==> src/rtl/swc_pkg.sv <==
// Shared bit layout and field type for the stop/wake/soft-reset controller.
package swc_pkg;
    localparam int CTL_W     = 8;
    localparam int B_STOP    = 0;
    localparam int B_FRZ     = 1;
    localparam int B_WAKE    = 2;
    localparam int B_APS     = 3;
    localparam int B_SUP     = 4;
    localparam int B_SRST    = 5;
    localparam int B_FRZ_ACK = 6;
    localparam int B_STP_ACK = 7;

    typedef struct packed {
        logic sup;
        logic aps;
        logic wake;
        logic frz;
        logic stop;
    } ctl_fields_t;
endpackage

==> src/rtl/swc_rx_edge.sv <==
// Receive-line synchronizer and falling-edge (recessive to dominant) detector.
// Assumes rx_in is asynchronous; idles high (recessive) out of reset.
module swc_rx_edge #(
    parameter int STAGES = 2
) (
    input  logic clk,
    input  logic rst_n,
    input  logic rx_in,
    output logic rx_s,
    output logic fall_det
);
    logic [STAGES-1:0] sync_q;
    logic              rx_last_q;

    generate
        if (STAGES == 1) begin : g_one
            // single-stage capture of the line
            always_ff @(posedge clk) begin
                if (!rst_n) sync_q <= '1;
                else        sync_q <= rx_in;
            end
        end else begin : g_chain
            // shift the line through the synchronizer chain
            always_ff @(posedge clk) begin
                if (!rst_n) sync_q <= '1;
                else        sync_q <= {sync_q[STAGES-2:0], rx_in};
            end
        end
    endgenerate

    assign rx_s = sync_q[STAGES-1];

    // remember last synchronized level; reference for the wake edge
    always_ff @(posedge clk) begin
        if (!rst_n) rx_last_q <= 1'b1;
        else        rx_last_q <= rx_s;
    end

    assign fall_det = rx_last_q & ~rx_s;


    fall_single_chk: assert property (@(posedge clk) disable iff (!rst_n)
        fall_det |=> !fall_det);
endmodule

==> src/rtl/swc_gate_ack.sv <==
// Request/enable/acknowledge gate: drops en and raises ack on request;
// on release, re-raises en first and clears ack one cycle later.
// A wake pulse forces en back on at once (the request is cleared by the owner).
module swc_gate_ack (
    input  logic clk,
    input  logic rst_n,
    input  logic req,
    input  logic wake,
    output logic en,
    output logic ack
);
    // enable/acknowledge sequencing
    always_ff @(posedge clk) begin
        if (!rst_n) begin
            en  <= 1'b1;
            ack <= 1'b0;
        end else if (wake) begin
            en  <= 1'b1;
        end else if (req && en) begin
            en  <= 1'b0;
            ack <= 1'b1;
        end else if (!req && !en) begin
            en  <= 1'b1;
        end else if (!req && en && ack) begin
            ack <= 1'b0;
        end
    end


    ack_after_en_chk: assert property (@(posedge clk) disable iff (!rst_n)
        $fell(ack) |-> (en && $past(en)));


    en_drop_on_req_chk: assert property (@(posedge clk) disable iff (!rst_n)
        $fell(en) |-> $past(req));
endmodule

==> src/rtl/swc_srst_seq.sv <==
// Soft-reset sequencer: a start pulse opens a window of CYCLES cycles,
// during which busy is high and each masked domain reset output is asserted.
module swc_srst_seq #(
    parameter int          CYCLES   = 4,
    parameter int          N_DOM    = 4,
    parameter logic [N_DOM-1:0] DOM_MASK = '1
) (
    input  logic             clk,
    input  logic             rst_n,
    input  logic             start,
    output logic             busy,
    output logic [N_DOM-1:0] dom_rst
);
    localparam int CW = $clog2(CYCLES + 1);
    localparam logic [CW-1:0] LAST = CW'(CYCLES - 1);

    logic [CW-1:0] cnt_q;

    // window counter
    always_ff @(posedge clk) begin
        if (!rst_n) begin
            busy  <= 1'b0;
            cnt_q <= '0;
        end else if (start && !busy) begin
            busy  <= 1'b1;
            cnt_q <= LAST;
        end else if (busy) begin
            if (cnt_q == '0) busy  <= 1'b0;
            else             cnt_q <= cnt_q - 1'b1;
        end
    end

    generate
        for (genvar i = 0; i < N_DOM; i++) begin : g_dom
            if (DOM_MASK[i]) begin : g_on
                assign dom_rst[i] = busy;
            end else begin : g_off
                assign dom_rst[i] = 1'b0;
            end
        end
    endgenerate


    busy_min_chk: assert property (@(posedge clk) disable iff (!rst_n)
        $rose(busy) |=> busy);
endmodule

==> src/rtl/stop_wake_ctl.sv <==
// Top of the stop/wake/soft-reset controller. Holds the control fields,
// qualifies writes by privilege and soft-reset state, resolves the self-wake
// race, and drives core clock enable, prescaler enable and domain resets.
// Assumes a free-running clk; clk_en gates only the peripheral core.
module stop_wake_ctl
    import swc_pkg::*;
#(
    parameter int          SRST_CYCLES = 4,
    parameter int          SYNC_STAGES = 2,
    parameter int          N_DOM       = 4,
    parameter logic [N_DOM-1:0] DOM_MASK = '1
) (
    input  logic             clk,
    input  logic             rst_n,
    input  logic             wr_en,
    input  logic [CTL_W-1:0] wr_data,
    input  logic             priv_super,
    output logic [CTL_W-1:0] rd_data,
    output logic             acc_ok,
    input  logic             rx_in,
    input  logic             task_pending,
    output logic             clk_en,
    output logic             presc_en,
    output logic [N_DOM-1:0] dom_rst
);
    ctl_fields_t fld_q;
    logic rx_s, fall_det;
    logic busy, stop_en, stop_ack, frz_ack;
    logic wr_ok, srst_start, wake_hit, race_hit, aps_idle_q;

    swc_rx_edge #(.STAGES(SYNC_STAGES)) u_rx (
        .clk(clk), .rst_n(rst_n), .rx_in(rx_in), .rx_s(rx_s), .fall_det(fall_det)
    );

    swc_srst_seq #(.CYCLES(SRST_CYCLES), .N_DOM(N_DOM), .DOM_MASK(DOM_MASK)) u_srst (
        .clk(clk), .rst_n(rst_n), .start(srst_start), .busy(busy), .dom_rst(dom_rst)
    );

    swc_gate_ack u_stop_gate (
        .clk(clk), .rst_n(rst_n), .req(fld_q.stop), .wake(wake_hit),
        .en(stop_en), .ack(stop_ack)
    );

    swc_gate_ack u_frz_gate (
        .clk(clk), .rst_n(rst_n), .req(fld_q.frz), .wake(1'b0),
        .en(presc_en), .ack(frz_ack)
    );

    assign acc_ok     = !fld_q.sup || priv_super;
    assign wr_ok      = wr_en && !busy && acc_ok;
    assign srst_start = wr_ok && wr_data[B_SRST];
    assign race_hit   = wr_ok && wr_data[B_WAKE] && fall_det;
    assign wake_hit   = !stop_en && fld_q.wake && fall_det;

    // control field register: write, soft-reset clear, wake race and wake exit
    always_ff @(posedge clk) begin
        if (!rst_n) begin
            fld_q <= '0;
        end else if (srst_start) begin
            fld_q <= '0;
        end else begin
            if (wr_ok) begin
                fld_q.frz <= wr_data[B_FRZ];
                fld_q.aps <= wr_data[B_APS];
                fld_q.sup <= wr_data[B_SUP];
                if (race_hit) begin
                    fld_q.wake <= 1'b0;
                    fld_q.stop <= 1'b0;
                end else begin
                    fld_q.wake <= wr_data[B_WAKE];
                    fld_q.stop <= wr_data[B_STOP];
                end
            end
            if (wake_hit) fld_q.stop <= 1'b0;
        end
    end

    // auto power save idle term, one cycle behind task_pending
    always_ff @(posedge clk) begin
        if (!rst_n) aps_idle_q <= 1'b0;
        else        aps_idle_q <= fld_q.aps && !task_pending;
    end

    assign clk_en = stop_en && !aps_idle_q;

    assign rd_data = {stop_ack, frz_ack, busy, fld_q.sup, fld_q.aps,
                      fld_q.wake, fld_q.frz, fld_q.stop};


    srst_clears_chk: assert property (@(posedge clk) disable iff (!rst_n)
        $rose(busy) |-> (fld_q == '0));


    busy_hold_chk: assert property (@(posedge clk) disable iff (!rst_n)
        (busy && $past(busy)) |-> $stable(fld_q));


    wake_exit_chk: assert property (@(posedge clk) disable iff (!rst_n)
        (!stop_en && fld_q.wake && fall_det) |=> (!fld_q.stop && stop_en));


    wake_race_chk: assert property (@(posedge clk) disable iff (!rst_n)
        (wr_en && !busy && acc_ok && !wr_data[B_SRST] && wr_data[B_WAKE] && fall_det)
        |=> (!fld_q.wake && !fld_q.stop));


    user_block_chk: assert property (@(posedge clk) disable iff (!rst_n)
        (wr_en && fld_q.sup && !priv_super && !busy) |=> $stable(fld_q));


    aps_gate_chk: assert property (@(posedge clk) disable iff (!rst_n)
        (fld_q.aps && !task_pending) |=> !clk_en);
endmodule

==> config.mk <==
export PLATFORM = sky130hd
export DESIGN_NAME = stop_wake_ctl
export DESIGN_NICKNAME = d
export VERILOG_FILES = /design/src/rtl/swc_pkg.sv /design/src/rtl/swc_rx_edge.sv /design/src/rtl/swc_gate_ack.sv /design/src/rtl/swc_srst_seq.sv /design/src/rtl/stop_wake_ctl.sv
export SDC_FILE = /design/constraint.sdc
export NUM_CORES = 1
export LEC_CHECK = 0
export ABC_AREA = 1
export CAP_MARGIN = 15
export CORE_MARGIN = 8
export CORE_UTILIZATION = 40
export DETAILED_ROUTE_END_ITERATION = 6
export GPL_TIMING_DRIVEN = 0
export PLACE_DENSITY_LB_ADDON = 0.05
export REMOVE_ABC_BUFFERS = 1
export SLEW_MARGIN = 20
export SYNTH_ARGS = -nofsm -noshare
export SYNTH_HDL_FRONTEND = slang
export SYNTH_HIERARCHICAL = 1
export SYNTH_SLANG_ARGS = --single-unit
export TNS_END_PERCENT = 30
==> constraint.sdc <==
create_clock -name clk -period 1.2 [get_ports clk]
set_input_delay 0.12 -clock clk [delete_from_list [all_inputs] [get_ports clk]]
set_output_delay 0.12 -clock clk [all_outputs]
set_load 0.02 [all_outputs]
[Yosys cells after proc, flatten, opt, wreduce, memory -nomap -nowiden]
Index checks and enable logic that the tools add are counted.
Cells by class
  reductions and logical operators: 41
  bitwise operators: 5
  add/subtract/negate cells: 1
  muxes and demuxes: 18
  equality and inequality tests: 3
Operators with widths (count)
  logical AND 1 bit: 18
  2-to-1 mux 1 bit: 15
  nonzero test 2 bit: 5
  zero test 1 bit: 8
  2-to-1 mux 2 bit: 3
  != test 2 x 1 -> 1 bit (second input constant): 3
  AND reduction 2 bit: 3
  OR reduction 2 bit: 3
  NOT 1 bit: 4
  zero test 3 bit: 1
  AND reduction 3 bit: 1
  OR reduction 3 bit: 1
  subtractor 3 x 1 -> 3 bit (second input constant): 1
  AND 1 bit: 1
  logical OR 1 bit: 1
Storage, ports and cells
  bits of input ports: 14
  register bits: 17
  word-level logic and storage cells: 83

[Longest topological paths before layout]
  depth after elaboration: 7
  depth in mapped cells: 8
  depth with buffers taken out: 8

[By module]
Netlist, hierarchy kept.
Modules (own cells, without submodules)
  stop_wake_ctl: instances 1, cells each 48, area an instance 346.6 um2, seq. area each 120.1 um2
  swc_gate_ack: instances 2, cells each 15, area an instance 127.6 um2, seq. area each 40.0 um2
  swc_srst_seq: instances 1, cells each 31, area an instance 234.0 um2, seq. area each 80.1 um2
  swc_rx_edge: instances 1, cells each 11, area an instance 90.1 um2, seq. area each 60.1 um2

[Worst setup path before layout]
No wires, ideal clock.
  path kind: reg-to-reg
  from: register fld_q, in the netlist rd_data[1]
  to: register u_frz_gate.en
  stages on the path, launching flop included: 5
  arrival: 1.068 ns
  buffers on the path: 0
  slack: 0.005 ns
  cells stage by stage: dfxtp_1 > inv_1 > ha_1 > a21oi_1 > o211ai_1
On the way
  longest elaborated chain between the ends: 3
  elaborated cells on any way between the ends: 5
  classes of those cells: 1 x mux; 4 x reduce/logical
Ends and longest elaborated chain
  from (decl): RTL line stop_wake_ctl.sv:26  | ctl_fields_t fld_q;
  zero test 1 bit: RTL line swc_gate_ack.sv:22  | end else if (!req && !en) begin
  logical AND 1 bit: RTL line swc_gate_ack.sv:22
  nonzero test 2 bit (no line)
  to (signal assigned): RTL line swc_gate_ack.sv:18  | en <= 1'b1;
  to (signal assigned): RTL line swc_gate_ack.sv:20  | en <= 1'b0;
  to (signal assigned): RTL line swc_gate_ack.sv:23  | en <= 1'b1;
  to (decl): RTL line swc_gate_ack.sv:9  | output logic en,
Parallel ways exist; a longest one is shown, timed or not.
A chain may end at the register's enable or synchronous reset.

[Worst setup path in the final report]
  from: register u_srst.busy
  to: output port dom_rst[0]
RTL lines
  from (decl): RTL line swc_srst_seq.sv:11  | output logic busy,
  from (signal assigned): RTL line swc_srst_seq.sv:22  | busy <= 1'b0;
  from (signal assigned): RTL line swc_srst_seq.sv:25  | busy <= 1'b1;
  from (signal assigned): RTL line swc_srst_seq.sv:28  | if (cnt_q == '0) busy <= 1'b0;
  to (decl): RTL line stop_wake_ctl.sv:24  | output logic [N_DOM-1:0] dom_rst
No word-level cell between the ends.

==> results_dict.tcl <==
set metrics [dict create \
    htreeDepth 1 \
    clock_path_buffers 2 \
    die_h_um 64.1 \
    placement_rows 17 \
    grt_pass1_wl_um 3180 \
    area_growth_pct 26.9 \
    cts.sinks 17 \
    core_mm2 0.00219 \
    hold_buffers 0 \
    cpPeakStageDelay_ns 0.45 \
    vias 753 \
    yosysUniqueCellTypes 18 \
    worst_path_max_delay_cell "dfxtp_4" \
    yosys.area.top_type "dfxtp_1" \
    p_per_area_mw_per_mm2 1110 \
    synth_top_area_frac 0.368 \
    grt-ovfl-total 0 \
    first_pass_iters 3 \
    relSlewSlack 0.630 \
    hold_violations 0 \
    grt_usage 0.0940 \
    fin_setup_tns_ns 0 \
    grt_pass1_vias 755 \
    cts_made_buffers 3 \
    drt-vias-per-instance 4.38 \
    hold_depth 3 \
    slew_violations 0 \
    synth_ff_type "dfxtp_1" \
    syn_area_um2 926 \
    path_class "reg2out" \
    diodes 0 \
    critPathLaunchType "register" \
    setup_viol 0 \
    wl_um 1840 \
    crit_fanout 12 \
    io_pins 29 \
    synth.avg_cell_area_um2 7.72 \
    wl_per_cell_um 10.7 \
    synth-edff-count 0 \
    yosysMostFrequentCell "nand2_1" \
    dp_slack_ns -0.292 \
    io_buffers 26 \
    vdd_drop_max_v 0.000592 \
    ant_nets 0 \
    synth_cells 120 \
    postCtsSetupBuffers 0 \
    yosysSeqAreaShare 0.368 \
    drive_gt1_frac 0.236 \
    fin_nets 167 \
    min_path_type "in2reg" \
    cp_top_family "flip-flops" \
    min_period_over_period 0.954 \
    reg2reg_depth 4 \
    period_needed_ns 1.14 \
    tritoncts "done" \
    status "finished clean" \
    hpwlAfterDp_um 1390 \
    max_cap_viol_count 0 \
    cp.depth 1 \
    antenna_found_initial 0 \
    path_clk_slew_ns 0.11 \
    fp.dieW_um 64.1 \
    synthTopCellsByCount "nand2_1 (23), inv_1 (20), dfxtp_1 (17), nand3_1 (12)" \
    cp.arrival_ns 1.02 \
    worstPathRequired_ns 1.08 \
    gp_congestion 0.691 \
    grt_max_degree 15 \
    setup_slack_ns 0.0553 \
    synth_area_leaders "dfxtp_1 (37%), ha_1 (11%), nand2_1 (9.3%), inv_1 (8.1%), nand3_1 (6.5%)" \
    drc 0 \
    crit_chain "clkdlybuf4s15_2" \
    fin_area_mm2 0.00117 \
    ys_warn_count 6 \
    max_freq_mhz 874 \
    p_leak_nw 0.605 \
    cp_num_buf_inv 1 \
    dpl_cell_area_mm2 0.00117 \
    worstMarginPinSlew_ns 0.553 \
    utilization 0.536 \
    cp-end-kind "output pin" \
    clk_latency_ns 0.29 \
    dieArea_mm2 0.00411 \
    fin_skew_ns 0.00462 \
    ys_ff_latch 17 \
    drt-initial-drc-count 14 \
    start_util 0.423 \
    async_reset_ff_frac 0 \
    cts_root_buffer "clkbuf_4" \
    whs_ns 0.343 \
]
## cell usage in the layout, fill, tap and decap left out, drive strengths merged
cell	netlist	final
a21oi	8	8
nand3	13	13
clkdlybuf4s50	0	11
nand2	29	29
o211ai	2	2
nor2	12	12
dfxtp	17	17
dlygate4sd2	0	8
inv	22	22
ha	8	8
conb	1	2
buf	7	6
clkbuf	0	3
clkinv	0	1
clkdlybuf4s15	0	1
a21boi	1	1
## sequential cells by signal, indices dropped and copies added, names as in the netlist
name / cells
aps_idle_q: 1
u_frz_gate/en: 1
u_srst/busy: 1
u_srst/cnt_q: 3
u_rx/rx_last_q: 1
u_stop_gate/en: 1
u_rx/sync_q: 2
u_stop_gate/ack: 1
u_frz_gate/ack: 1
rd_data: 5
## tightest hold or removal path, cell delays in order
cell	delay (ns)
clkdlybuf4s50_1	0.39
inv_1	0.05
nand2_1	0.04
## kinds of logic (layout without fill, tap and decap cells)
family | Yosys count | after routing | share of synthesized area
AO/OA/AOI/OAI | 11 | 11 | 0.0797
adder cells (fa/ha/maj) | 8 | 8 | 0.108
buffers and inverters | 29 | 52 | 0.146
flip-flops | 17 | 17 | 0.368
other | 1 | 2 | 0.00405
AND/OR/NAND/NOR | 54 | 54 | 0.295
## report_power, final
part,total (W),internal [W],switching (W)
clock network,0.000309,0.000124,0.000186
registers,0.000647,0.000608,0.0000388
logic,0.000351,0.000151,0.000200
total,0.00131,0.000883,0.000424
## final timing paths
| path | endpoint | slack (ns) | startpoint |
|---|---|---|---|
| hold / removal | u_rx/sync_q[0]$_SDFF_PN1_ | 0.34 | rx_in |
| hold reg to reg | u_rx/sync_q[1]$_SDFF_PN1_ | 0.42 | u_rx/sync_q[0]$_SDFF_PN1_ |
| setup / recovery | dom_rst[0] | 0.06 | u_srst/busy$_SDFF_PN0_ |
| setup reg to reg | u_frz_gate/en$_SDFFE_PP1P_ | 0.06 | rd_data[1]$_SDFFE_PP0P_ |
## per-stage QoR
step	power (W)	instances
after floorplan	0.000882	114
after global placement	0.00103	168
after detailed placement	0.00104	168
after CTS	0.00134	172
after global routing	0.00141	172
final	0.00131	172
## final cells by class
cell class / instances / area [µm²]
fillers: 229 / 1020
multi-input cells: 75 / 458
flip-flops and latches: 17 / 350
repair buffers: 26 / 221
inverters: 22 / 82.6
well taps: 28 / 35.0
clock buffers: 3 / 22.5
clock inverters: 1 / 5.00
## repair_timing
action                     in CTS  in global routing
cloned                          0                  0
setup endpoints to repair      19                 13
resized for setup              33                 10
## per-layer routing
layer,GRT usage,wire length (µm),part of all wire
met3,0.0470,162,0.088
met5,0,0,0
met4,0.0409,17,0.0092
met2,0.156,826,0.45
met1,0.0989,836,0.45
No activity file was read; power rests on OpenSTA's default activity.
